## config.mk

```make
export PLATFORM = sky130hd
export DESIGN_NAME = fdc_outreg_top
export DESIGN_NICKNAME = d
export VERILOG_FILES = /design/src/rtl/fdc_outreg_pkg.sv /design/src/rtl/fdc_outreg_regs.sv /design/src/rtl/fdc_outreg_decode.sv /design/src/rtl/fdc_outreg_rststretch.sv /design/src/rtl/fdc_outreg_top.sv
export SDC_FILE = /design/constraint.sdc
export NUM_CORES = 1
export LEC_CHECK = 0
export ABC_AREA = 1
export CAP_MARGIN = 40
export CELL_PAD_IN_SITES_DETAIL_PLACEMENT = 1
export CELL_PAD_IN_SITES_GLOBAL_PLACEMENT = 2
export CORE_ASPECT_RATIO = 1.5
export CORE_MARGIN = 5
export CORE_UTILIZATION = 36
export DETAILED_ROUTE_END_ITERATION = 7
export DONT_BUFFER_PORTS = 1
export PLACE_DENSITY = 0.84
export SYNTH_ARGS = -nofsm -noshare
export SYNTH_HDL_FRONTEND = slang
export SYNTH_SLANG_ARGS = --single-unit
```

## constraint.sdc

```tcl
create_clock -name clk -period 1.7 [get_ports clk]
set_input_delay 0.34 -clock clk [delete_from_list [all_inputs] [get_ports clk]]
set_output_delay 0.34 -clock clk [all_outputs]
set_load 0.03 [all_outputs]
```

## src/rtl/fdc_outreg_pkg.sv

```systemverilog
package fdc_outreg_pkg;
   typedef enum logic [1:0] {
      MODE_GATED_A = 2'b00,
      MODE_ALWAYS  = 2'b01,
      MODE_GATED_B = 2'b10,
      MODE_RSVD    = 2'b11
   } dma_mode_e;

   localparam int CTL_RST_BIT = 2;
   localparam int CTL_DMA_BIT = 3;
   localparam int CTL_MTR_LSB = 4;
   localparam int TAPE_W      = 2;
endpackage

```

## src/rtl/fdc_outreg_regs.sv

```systemverilog
module fdc_outreg_regs #(
   parameter int ADDR_W  = 3,
   parameter int CTL_OFS = 2,
   parameter int TAP_OFS = 3
) (
   input  logic              clk,
   input  logic              rst_n,
   input  logic [ADDR_W-1:0] bus_addr,
   input  logic [7:0]        bus_wdata,
   input  logic              bus_wr,
   input  logic              bus_rd,
   output logic [7:0]        ctl_q,
   output logic [7:0]        ctl_d,
   output logic [7:0]        bus_rdata,
   output logic [7:0]        bus_rdata_oe
);
   import fdc_outreg_pkg::*;

   localparam logic [ADDR_W-1:0] CTL_A = ADDR_W'(CTL_OFS);
   localparam logic [ADDR_W-1:0] TAP_A = ADDR_W'(TAP_OFS);

   logic [TAPE_W-1:0] tape_q;
   logic              ctl_hit, tap_hit;

   assign ctl_hit = bus_wr && (bus_addr == CTL_A);
   assign tap_hit = bus_wr && (bus_addr == TAP_A);
   assign ctl_d   = ctl_hit ? bus_wdata : ctl_q;

   always_ff @(posedge clk or negedge rst_n) begin
      if (!rst_n) begin
         ctl_q  <= '0;
         tape_q <= '0;
      end else begin
         ctl_q <= ctl_d;
         if (tap_hit) tape_q <= bus_wdata[TAPE_W-1:0];
      end
   end

   always_comb begin
      bus_rdata    = '0;
      bus_rdata_oe = '0;
      if (bus_rd) begin
         if (bus_addr == CTL_A) begin
            bus_rdata    = ctl_q;
            bus_rdata_oe = 8'hFF;
         end else if (bus_addr == TAP_A) begin
            bus_rdata[TAPE_W-1:0]    = tape_q;
            bus_rdata_oe[TAPE_W-1:0] = '1;
         end
      end
   end
endmodule

```

## src/rtl/fdc_outreg_decode.sv

```systemverilog
module fdc_outreg_decode #(
   parameter int NUM_DRIVES = 2
) (
   input  logic                  clk,
   input  logic                  rst_n,
   input  logic [7:0]            ctl_d,
   input  logic [1:0]            mode,
   output logic [NUM_DRIVES-1:0] sel_n,
   output logic [NUM_DRIVES-1:0] motor_n,
   output logic                  dma_irq_en
);
   import fdc_outreg_pkg::*;

   logic [NUM_DRIVES-1:0] sel_nx, mtr_nx;
   logic                  dma_nx;

   for (genvar i = 0; i < NUM_DRIVES; i++) begin : g_drv
      assign mtr_nx[i] = ~ctl_d[CTL_MTR_LSB+i];
      assign sel_nx[i] = ~((ctl_d[1:0] == 2'(i)) && ctl_d[CTL_MTR_LSB+i]);
   end

   assign dma_nx = (dma_mode_e'(mode) == MODE_ALWAYS) || ctl_d[CTL_DMA_BIT];

   always_ff @(posedge clk or negedge rst_n) begin
      if (!rst_n) begin
         sel_n      <= '1;
         motor_n    <= '1;
         dma_irq_en <= 1'b0;
      end else begin
         sel_n      <= sel_nx;
         motor_n    <= mtr_nx;
         dma_irq_en <= dma_nx;
      end
   end
endmodule

```

## src/rtl/fdc_outreg_rststretch.sv

```systemverilog
module fdc_outreg_rststretch #(
   parameter int MIN_RST_CYC = 25
) (
   input  logic clk,
   input  logic rst_n,
   input  logic hold_n,
   output logic ctl_reset
);
   if (MIN_RST_CYC <= 1) begin : g_plain
      always_ff @(posedge clk or negedge rst_n) begin
         if (!rst_n) ctl_reset <= 1'b1;
         else        ctl_reset <= ~hold_n;
      end
   end else begin : g_count
      localparam int CNT_W = $clog2(MIN_RST_CYC + 1);
      localparam logic [CNT_W-1:0] RELOAD = CNT_W'(MIN_RST_CYC - 1);
      logic [CNT_W-1:0] cnt_q;

      always_ff @(posedge clk or negedge rst_n) begin
         if (!rst_n) begin
            ctl_reset <= 1'b1;
            cnt_q     <= RELOAD;
         end else if (!hold_n) begin
            ctl_reset <= 1'b1;
            cnt_q     <= RELOAD;
         end else if (cnt_q != '0) begin
            ctl_reset <= 1'b1;
            cnt_q     <= cnt_q - 1'b1;
         end else begin
            ctl_reset <= 1'b0;
         end
      end
   end
endmodule

```

## src/rtl/fdc_outreg_top.sv

```systemverilog
module fdc_outreg_top #(
   parameter int ADDR_W      = 3,
   parameter int CTL_OFS     = 2,
   parameter int TAP_OFS     = 3,
   parameter int NUM_DRIVES  = 2,
   parameter int MIN_RST_CYC = 25
) (
   input  logic                  clk,
   input  logic                  rst_n,
   input  logic [ADDR_W-1:0]     bus_addr,
   input  logic [7:0]            bus_wdata,
   input  logic                  bus_wr,
   input  logic                  bus_rd,
   input  logic [1:0]            mode,
   output logic [7:0]            bus_rdata,
   output logic [7:0]            bus_rdata_oe,
   output logic [NUM_DRIVES-1:0] sel_n,
   output logic [NUM_DRIVES-1:0] motor_n,
   output logic                  ctl_reset,
   output logic                  dma_irq_en
);
   import fdc_outreg_pkg::*;

   if (NUM_DRIVES < 1 || NUM_DRIVES > 2) begin : g_bad_drives
      $error("NUM_DRIVES must be 1 or 2");
   end
   if (CTL_OFS == TAP_OFS || CTL_OFS >= (1 << ADDR_W) || TAP_OFS >= (1 << ADDR_W)) begin : g_bad_ofs
      $error("register offsets must differ and fit ADDR_W");
   end
   if (MIN_RST_CYC < 1) begin : g_bad_rst
      $error("MIN_RST_CYC must be at least 1");
   end

   logic [7:0] ctl_q, ctl_d;

   fdc_outreg_regs #(.ADDR_W(ADDR_W), .CTL_OFS(CTL_OFS), .TAP_OFS(TAP_OFS)) u_regs (
      .clk(clk), .rst_n(rst_n), .bus_addr(bus_addr), .bus_wdata(bus_wdata),
      .bus_wr(bus_wr), .bus_rd(bus_rd), .ctl_q(ctl_q), .ctl_d(ctl_d),
      .bus_rdata(bus_rdata), .bus_rdata_oe(bus_rdata_oe)
   );

   fdc_outreg_decode #(.NUM_DRIVES(NUM_DRIVES)) u_dec (
      .clk(clk), .rst_n(rst_n), .ctl_d(ctl_d), .mode(mode),
      .sel_n(sel_n), .motor_n(motor_n), .dma_irq_en(dma_irq_en)
   );

   fdc_outreg_rststretch #(.MIN_RST_CYC(MIN_RST_CYC)) u_rst (
      .clk(clk), .rst_n(rst_n), .hold_n(ctl_q[CTL_RST_BIT]), .ctl_reset(ctl_reset)
   );
endmodule

```

==> results of run 1 <==
-- cell usage in the layout (no fill, tap or decap) --
cell / n
nand2_1: 30
dfstp_2: 7
nor2_1: 6
inv_2: 1
ha_1: 1
clkinv_2: 1
xnor2_1: 1
o211ai_2: 1
a21oi_1: 6
nand3_1: 9
dfrtp_1: 14
clkbuf_8: 3
o21ai_0: 3
nor3_1: 1
inv_1: 26
nand2_4: 1
nor2_4: 4
buf_4: 10
buf_6: 1
dlygate4sd3_1: 1
nor2_2: 5
o21ai_1: 1
nand2_2: 1
-- registers in the layout (all words and copies together) (netlist names) --
| signal | flops |
|---|---|
| u_rst.ctl_reset | 1 |
| u_regs.tape_q | 2 |
| u_dec.sel_n | 2 |
| u_dec.dma_irq_en | 1 |
| u_rst.g_count.cnt_q | 5 |
| u_regs.ctl_q | 8 |
| u_dec.motor_n | 2 |
-- worst paths after layout --
check | slack (ps) | end | depth (start not counted)
hold reg to reg | 420 | u_rst.g_count.cnt_q[4]$_DFFE_PN1P_ | 1
setup / recovery | 240 | bus_rdata_oe[3] | 5
setup reg to reg | 420 | u_rst.g_count.cnt_q[0]$_DFFE_PN0P_ | 6
min in group asynchronous | 430 | u_regs.ctl_q[6]$_DFFE_PN0N_ | 1
max in group asynchronous | 730 | u_dec.sel_n[1]$_DFF_PN1_ | 2
hold / removal | 210 | u_dec.dma_irq_en$_DFF_PN0_ | 2
-- metrics by stage --
step	TNS, ps	instance area (sq um)	hold WS, ps	worst slack, ps	instances
after CTS	0	1176	205.6	235.4	170
after floorplan	-65.70	1055	44.41	-13.14	125
after detailed placement	0	1120	45.08	235.7	165
after global placement	0	1120	45.19	253.8	165
final	0	1187	211.0	241.2	171
after global routing	0	1187	196.2	201.2	171
-- cell type report --
| class | count | area (sq um) |
|---|---|---|
| Multi-Input combinational cell | 70 | 362.8 |
| Tap cell | 37 | 46.29 |
| Fill cell | 347 | 1518 |
| Clock inverter | 1 | 5.005 |
| Sequential cell | 21 | 534.3 |
| Timing Repair Buffer | 12 | 96.34 |
| Clock buffer | 3 | 41.29 |
| Inverter | 27 | 101.3 |
-- metal layers --
metal / up-vias / GRT usage
li1: 385 / -
met1: 358 / 0.1230
met2: 16 / 0.2426
met3: 2 / 0.03523
met4: 0 / 0.05114
met5: - / 0
-- cell families (layout without fill, tap and decap cells) --
kind of cell,count (synthesis),in the layout
xor+xnor,1,1
compound gates,11,11
buf+inv,34,43
simple gates,57,57
flops,21,21
fa+ha+maj,1,1
-- report_power, final --
group          switching [mW]  internal (mW)  total, mW
sequential              0.107          0.645      0.752
combinational           0.232          0.138      0.370
clock                   0.155          0.163      0.318
total                   0.494          0.946       1.44
-- repair_timing --
| action | 4_1_cts | 5_1_grt |
|---|---|---|
| hold buffers | 1 | 0 |
| endpoints found under the hold margin | 21 | 0 |
| setup buffers | 0 | 0 |
| gates resized for setup | 0 | 0 |
==> impl_metrics.yaml, run 1 <==
outcome:
  status: "completed"
power:
  peakVddDrop_uv: 575.6
  power_density_nw_per_um2: 1213
  p_total_mw: 1.441
  leakage_nw: 0.6337
clock_network:
  cts_buffers: 3
  clk_pin_slew_ps: 80
  cts.sinks: 21
  clk_path_buf_depth: 2
  cts_tree: "yes"
  h-tree-depth: 1
  clock_latency_ps: 260
  cts_root_buffer: "clkbuf_8"
critical_path:
  crit_chain: "inv_1 > nor2_4 > nand2_2 > nor2_4 > buf_4"
  cpPeakStageDelay_ps: 440
  cp_slowest_cell: "buf_4"
  startpoint: "bus_addr[1]"
  worstPathArrival_ps: 1120
  cp_data_required_time_ps: 1360
  critPathLaunchType: "primary input"
  r2r-start: "u_rst.g_count.cnt_q[0]$_DFFE_PN0P_"
  cp_top_family: "buffers and inverters"
  critPathKind: "primary input to primary output"
  cpMostUsedCell: "nor2_4"
  path_max_fanout: 6
  critical_path_buf_inv_count: 2
  critPathCaptureType: "primary output"
synth:
  synth_cell_types: 19
  synthMuxAreaShare: 0
  yosys_most_used_dff: "dfrtp_1"
  synth_seq_cells: 21
  synth_edf_count: 0
  yosysTopAreaCellShare: 0.3402
  seq_area_frac_synth: 0.5188
  yosys_warnings: 0
  synth-compound-area-share: 0.06075
  synth_area_sq_um: 1030
  yosysTopAreaCell: "dfrtp_1"
  synth_top_family_by_area: "simple AND/OR/NAND/NOR gates"
  netlist_top_cells_area: "dfrtp_1, dfstp_2, nand2_1"
  synthTopCellsByCount: "nand2_1, inv_1, dfrtp_1"
  synth_fp_nets: 143
  synth.avg_cell_area_sq_um: 8.238
  synth_fa_ha_area_frac: 0.01215
  yosys.area_share.simple: 0.2467
  synth_xor_area_frac: 0.008505
  synth_cells: 125
  synthArstFlopShare: 1.000
  post-synth-top-count-cell: "nand2_1"
detailed_routing:
  drt-met1-wl_um: 776
  num_vias: 761
  drtIter0Drc: 15
  dr_wl_met2_um: 1305
  via_per_inst: 4.450
  antenna_left: 0
  wire_per_inst_um: 13.05
  top_layer: "met4"
  drt-pass1-iter-count: 4
  drcViolationCount: 0
  drt-total-wl_um: 2231
  route.met3.wl_um: 130
floorplan:
  die_area_sq_um: 4052
  core_sq_um: 2705
  placementRows: 23
  initial_utilization: 0.3807
  ios: 39
  die_y_um: 75.50
  die-width_um: 53.67
place:
  dp.final_hpwl_um: 1831
  io_buffers: 0
  place_congestion: 0.7345
timing:
  setup_violations: 0
  slew_violations: 0
  min_period_ps: 1459
  finalHoldViolations: 0
  clock_skew_ps: 3.323
  worst_pin_slew_ps: 494.8
  slew_headroom: 0.6729
  period_share: 0.8581
  rsz0062_at_grt: "no"
  max_freq_mhz: 685.5
grt:
  antenna_found_initial: 0
  overflow: 0
  grt_first_pass_wirelength_um: 3753
  grt_pass1_vias: 850
  grt_usage: 0.1269
  grt_start_max_net_pins: 22
cells_and_area:
  drive_above_1_share: 0.2612
  area_growth_pct: 15.31
  num_antenna_cells: 0
  final_core_util: 0.4389
  layout.nets: 153
worst_hold_path:
  hold_class: "primary input to flop"
  hold_start: "mode[0]"
job:
  maxCapViolCount: 0
No activity file was read; power rests on OpenSTA's default activity.
==> inputs of run 2 (changes only) <==
ABC_AREA = default   (was 1)
CORE_UTILIZATION = 40   (was 36)
PLACE_DENSITY = 0.83   (was 0.84)
==> impl_metrics.yaml, run 2 <==
timing:
  max_freq_mhz: 661.9
  slew_headroom: 0.7512
  whs_ps: 101.1
  clock_skew_ps: 5.168
  period_share: 0.8887
  rsz0062_at_grt: "no"
  finalSetupTns_ps: 0
  finalHoldViolations: 0
  setup_violations: 0
  slew_violations: 0
  worst_pin_slew_ps: 371.7
  min_period_ps: 1511
synth:
  yosysTopAreaCellShare: 0.3436
  synth_edf_count: 0
  synth_seq_cells: 21
  synthTopCellsByCount: "dfrtp_1, and2_1, dfstp_2"
  yosys_warnings: 0
  yosys_most_used_dff: "dfrtp_1"
  synth_cell_types: 30
  post-synth-top-count-cell: "dfrtp_1"
  synthArstFlopShare: 1.000
  seq_area_frac_synth: 0.5239
  netlist_top_cells_area: "dfrtp_1, dfstp_2, mux2_2"
  synth.avg_cell_area_sq_um: 12.14
  synth_area_sq_um: 1020
  yosysTopAreaCell: "dfrtp_1"
  synth_cells: 84
  synth_fp_nets: 102
job:
  maxCapViolCount: 0
detailed_routing:
  drtIter0Drc: 5
  drcViolationCount: 0
  via_per_inst: 5.612
  antenna_left: 0
  drt-pass1-iter-count: 3
  drt-total-wl_um: 2044
  wire_per_inst_um: 17.62
  num_vias: 651
clock_network:
  cts_root_buffer: "clkbuf_4"
  post_cts_buffers: 0
  clock_latency_ps: 290
  clk_path_buf_depth: 2
  clk_pin_slew_ps: 110
  h-tree-depth: 1
  cts_buffers: 3
  cts.sinks: 21
  cts_tree: "yes"
floorplan:
  die_y_um: 71.84
  core_sq_um: 2450
  initial_utilization: 0.4162
  ios: 39
  die_area_sq_um: 3680
  placementRows: 22
  die-width_um: 51.23
cells_and_area:
  final_common_cell: "dfrtp_1"
  fin_cells: 116
  drive_above_1_share: 0.4022
  largest_register: "u_regs.ctl_q"
  largest_reg_flops: 8
  final_cell_mix: "dfrtp_1, buf_4, and2_1, dfstp_2"
  layout.nets: 111
  num_antenna_cells: 0
  final_core_util: 0.4637
  area_growth_pct: 11.41
  stdcell_area_sq_um: 1136
  top_regs: "u_regs.ctl_q (8), u_rst.g_count.cnt_q (5)"
critical_path:
  rrSetupSlack_ps: 230
  path_max_fanout: 7
  cp_data_required_time_ps: 1360
  cpPeakStageDelay_ps: 240
  critPathCaptureType: "primary output"
  worstPathArrival_ps: 1170
  cp_top_family: "simple AND/OR/NAND/NOR gates"
  crit_chain: "nand3b_1 > nor2_4 > and2_1 > buf_4"
  critPathKind: "primary input to primary output"
  cp_slowest_cell: "nand3b_1"
  critPathLaunchType: "primary input"
  critical_path_buf_inv_count: 1
grt:
  grt_first_pass_wirelength_um: 3353
  overflow: 0
  grt_usage: 0.1202
  grt_pass1_vias: 779
  grt_start_max_net_pins: 22
  antenna_found_initial: 0
worst_hold_path:
  hold_class: "primary input to flop"
place:
  io_buffers: 0
  placed_cell_area_sq_um: 1085
  place_congestion: 0.7280
  dpl.cell_count: 110
  dp.final_hpwl_um: 1635
power:
  leakage_nw: 0.5075
  power_density_nw_per_um2: 1180
  peakVddDrop_uv: 512.1
outcome:
  status: "completed"
-- run 2: changes by cell type after synthesis, moves of 3 or more --
| cell | previous run | this run |
|---|---|---|
| a21oi_1 | 6 | 0 |
| inv_1 | 27 | 6 |
| nor2_1 | 12 | 5 |
| mux2_4 | 0 | 3 |
| nand2_1 | 30 | 3 |
| and2_1 | 0 | 7 |
| mux2_2 | 0 | 6 |
| nand3_1 | 9 | 2 |
-- run 2: metal layers --
layer  global-route usage  wire, um
met2               0.2238      1140
met5                    0         0
met4              0.06414        34
met3              0.03534       183
met1               0.1145       686
-- run 2: path summary, 6_finish.rpt --
path | from | to | cells after the start
min in group asynchronous | rst_n | u_regs.ctl_q[4]$_DFF_PN0_ | 1
max in group asynchronous | rst_n | u_dec.motor_n[1]$_DFF_PN1_ | 2
worst min register to register | u_rst.g_count.cnt_q[4]$_DFFE_PN1P_ | u_rst.g_count.cnt_q[4]$_DFFE_PN1P_ | 2
worst max register to register | u_rst.g_count.cnt_q[0]$_DFFE_PN0P_ | u_rst.g_count.cnt_q[2]$_DFFE_PN0P_ | 5
worst max-delay path | bus_addr[2] | bus_rdata[5] | 4
worst min-delay path | bus_wdata[4] | u_dec.sel_n[0]$_DFF_PN1_ | 1
-- run 2: layout make-up --
| class | instances | area (sq um) |
|---|---|---|
| Inverter | 8 | 30.03 |
| Clock buffer | 4 | 26.28 |
| Timing Repair Buffer | 12 | 112.6 |
| Sequential cell | 21 | 534.3 |
| Multi-Input combinational cell | 47 | 402.9 |
| Fill cell | 272 | 1314 |
| Tap cell | 24 | 30.03 |
-- run 2: logic make-up (layout without fill, tap and decap cells) --
kind of cell / after synthesis / after routing / synth area share
simple gates: 25 / 25 / 0.1730
fa+ha+maj: 1 / 1 / 0.01227
compound gates: 9 / 9 / 0.06381
xor+xnor: 1 / 1 / 0.008591
mux: 11 / 11 / 0.1301
buf+inv: 16 / 24 / 0.08834
flops: 21 / 21 / 0.5239
-- run 2: timing repair --
action	CTS	global route
hold buffers	1	0
resized for setup	0	0
hold endpoints to repair	21	0
-- run 2: where the power goes --
| group | internal, mW | switching, mW |
|---|---|---|
| logic | 0.165 | 0.149 |
| registers | 0.643 | 0.155 |
| clock network | 0.0911 | 0.137 |
| total | 0.899 | 0.441 |
-- run 2: stage by stage --
step | setup WS [ps] | total power [mW]
final | 189.3 | 1.340
after global routing | 114.5 | 1.440
after CTS | 165.2 | 1.369
after detailed placement | 159.2 | 1.118
after global placement | 207.3 | 1.093
after floorplan | 125.1 | 1.035
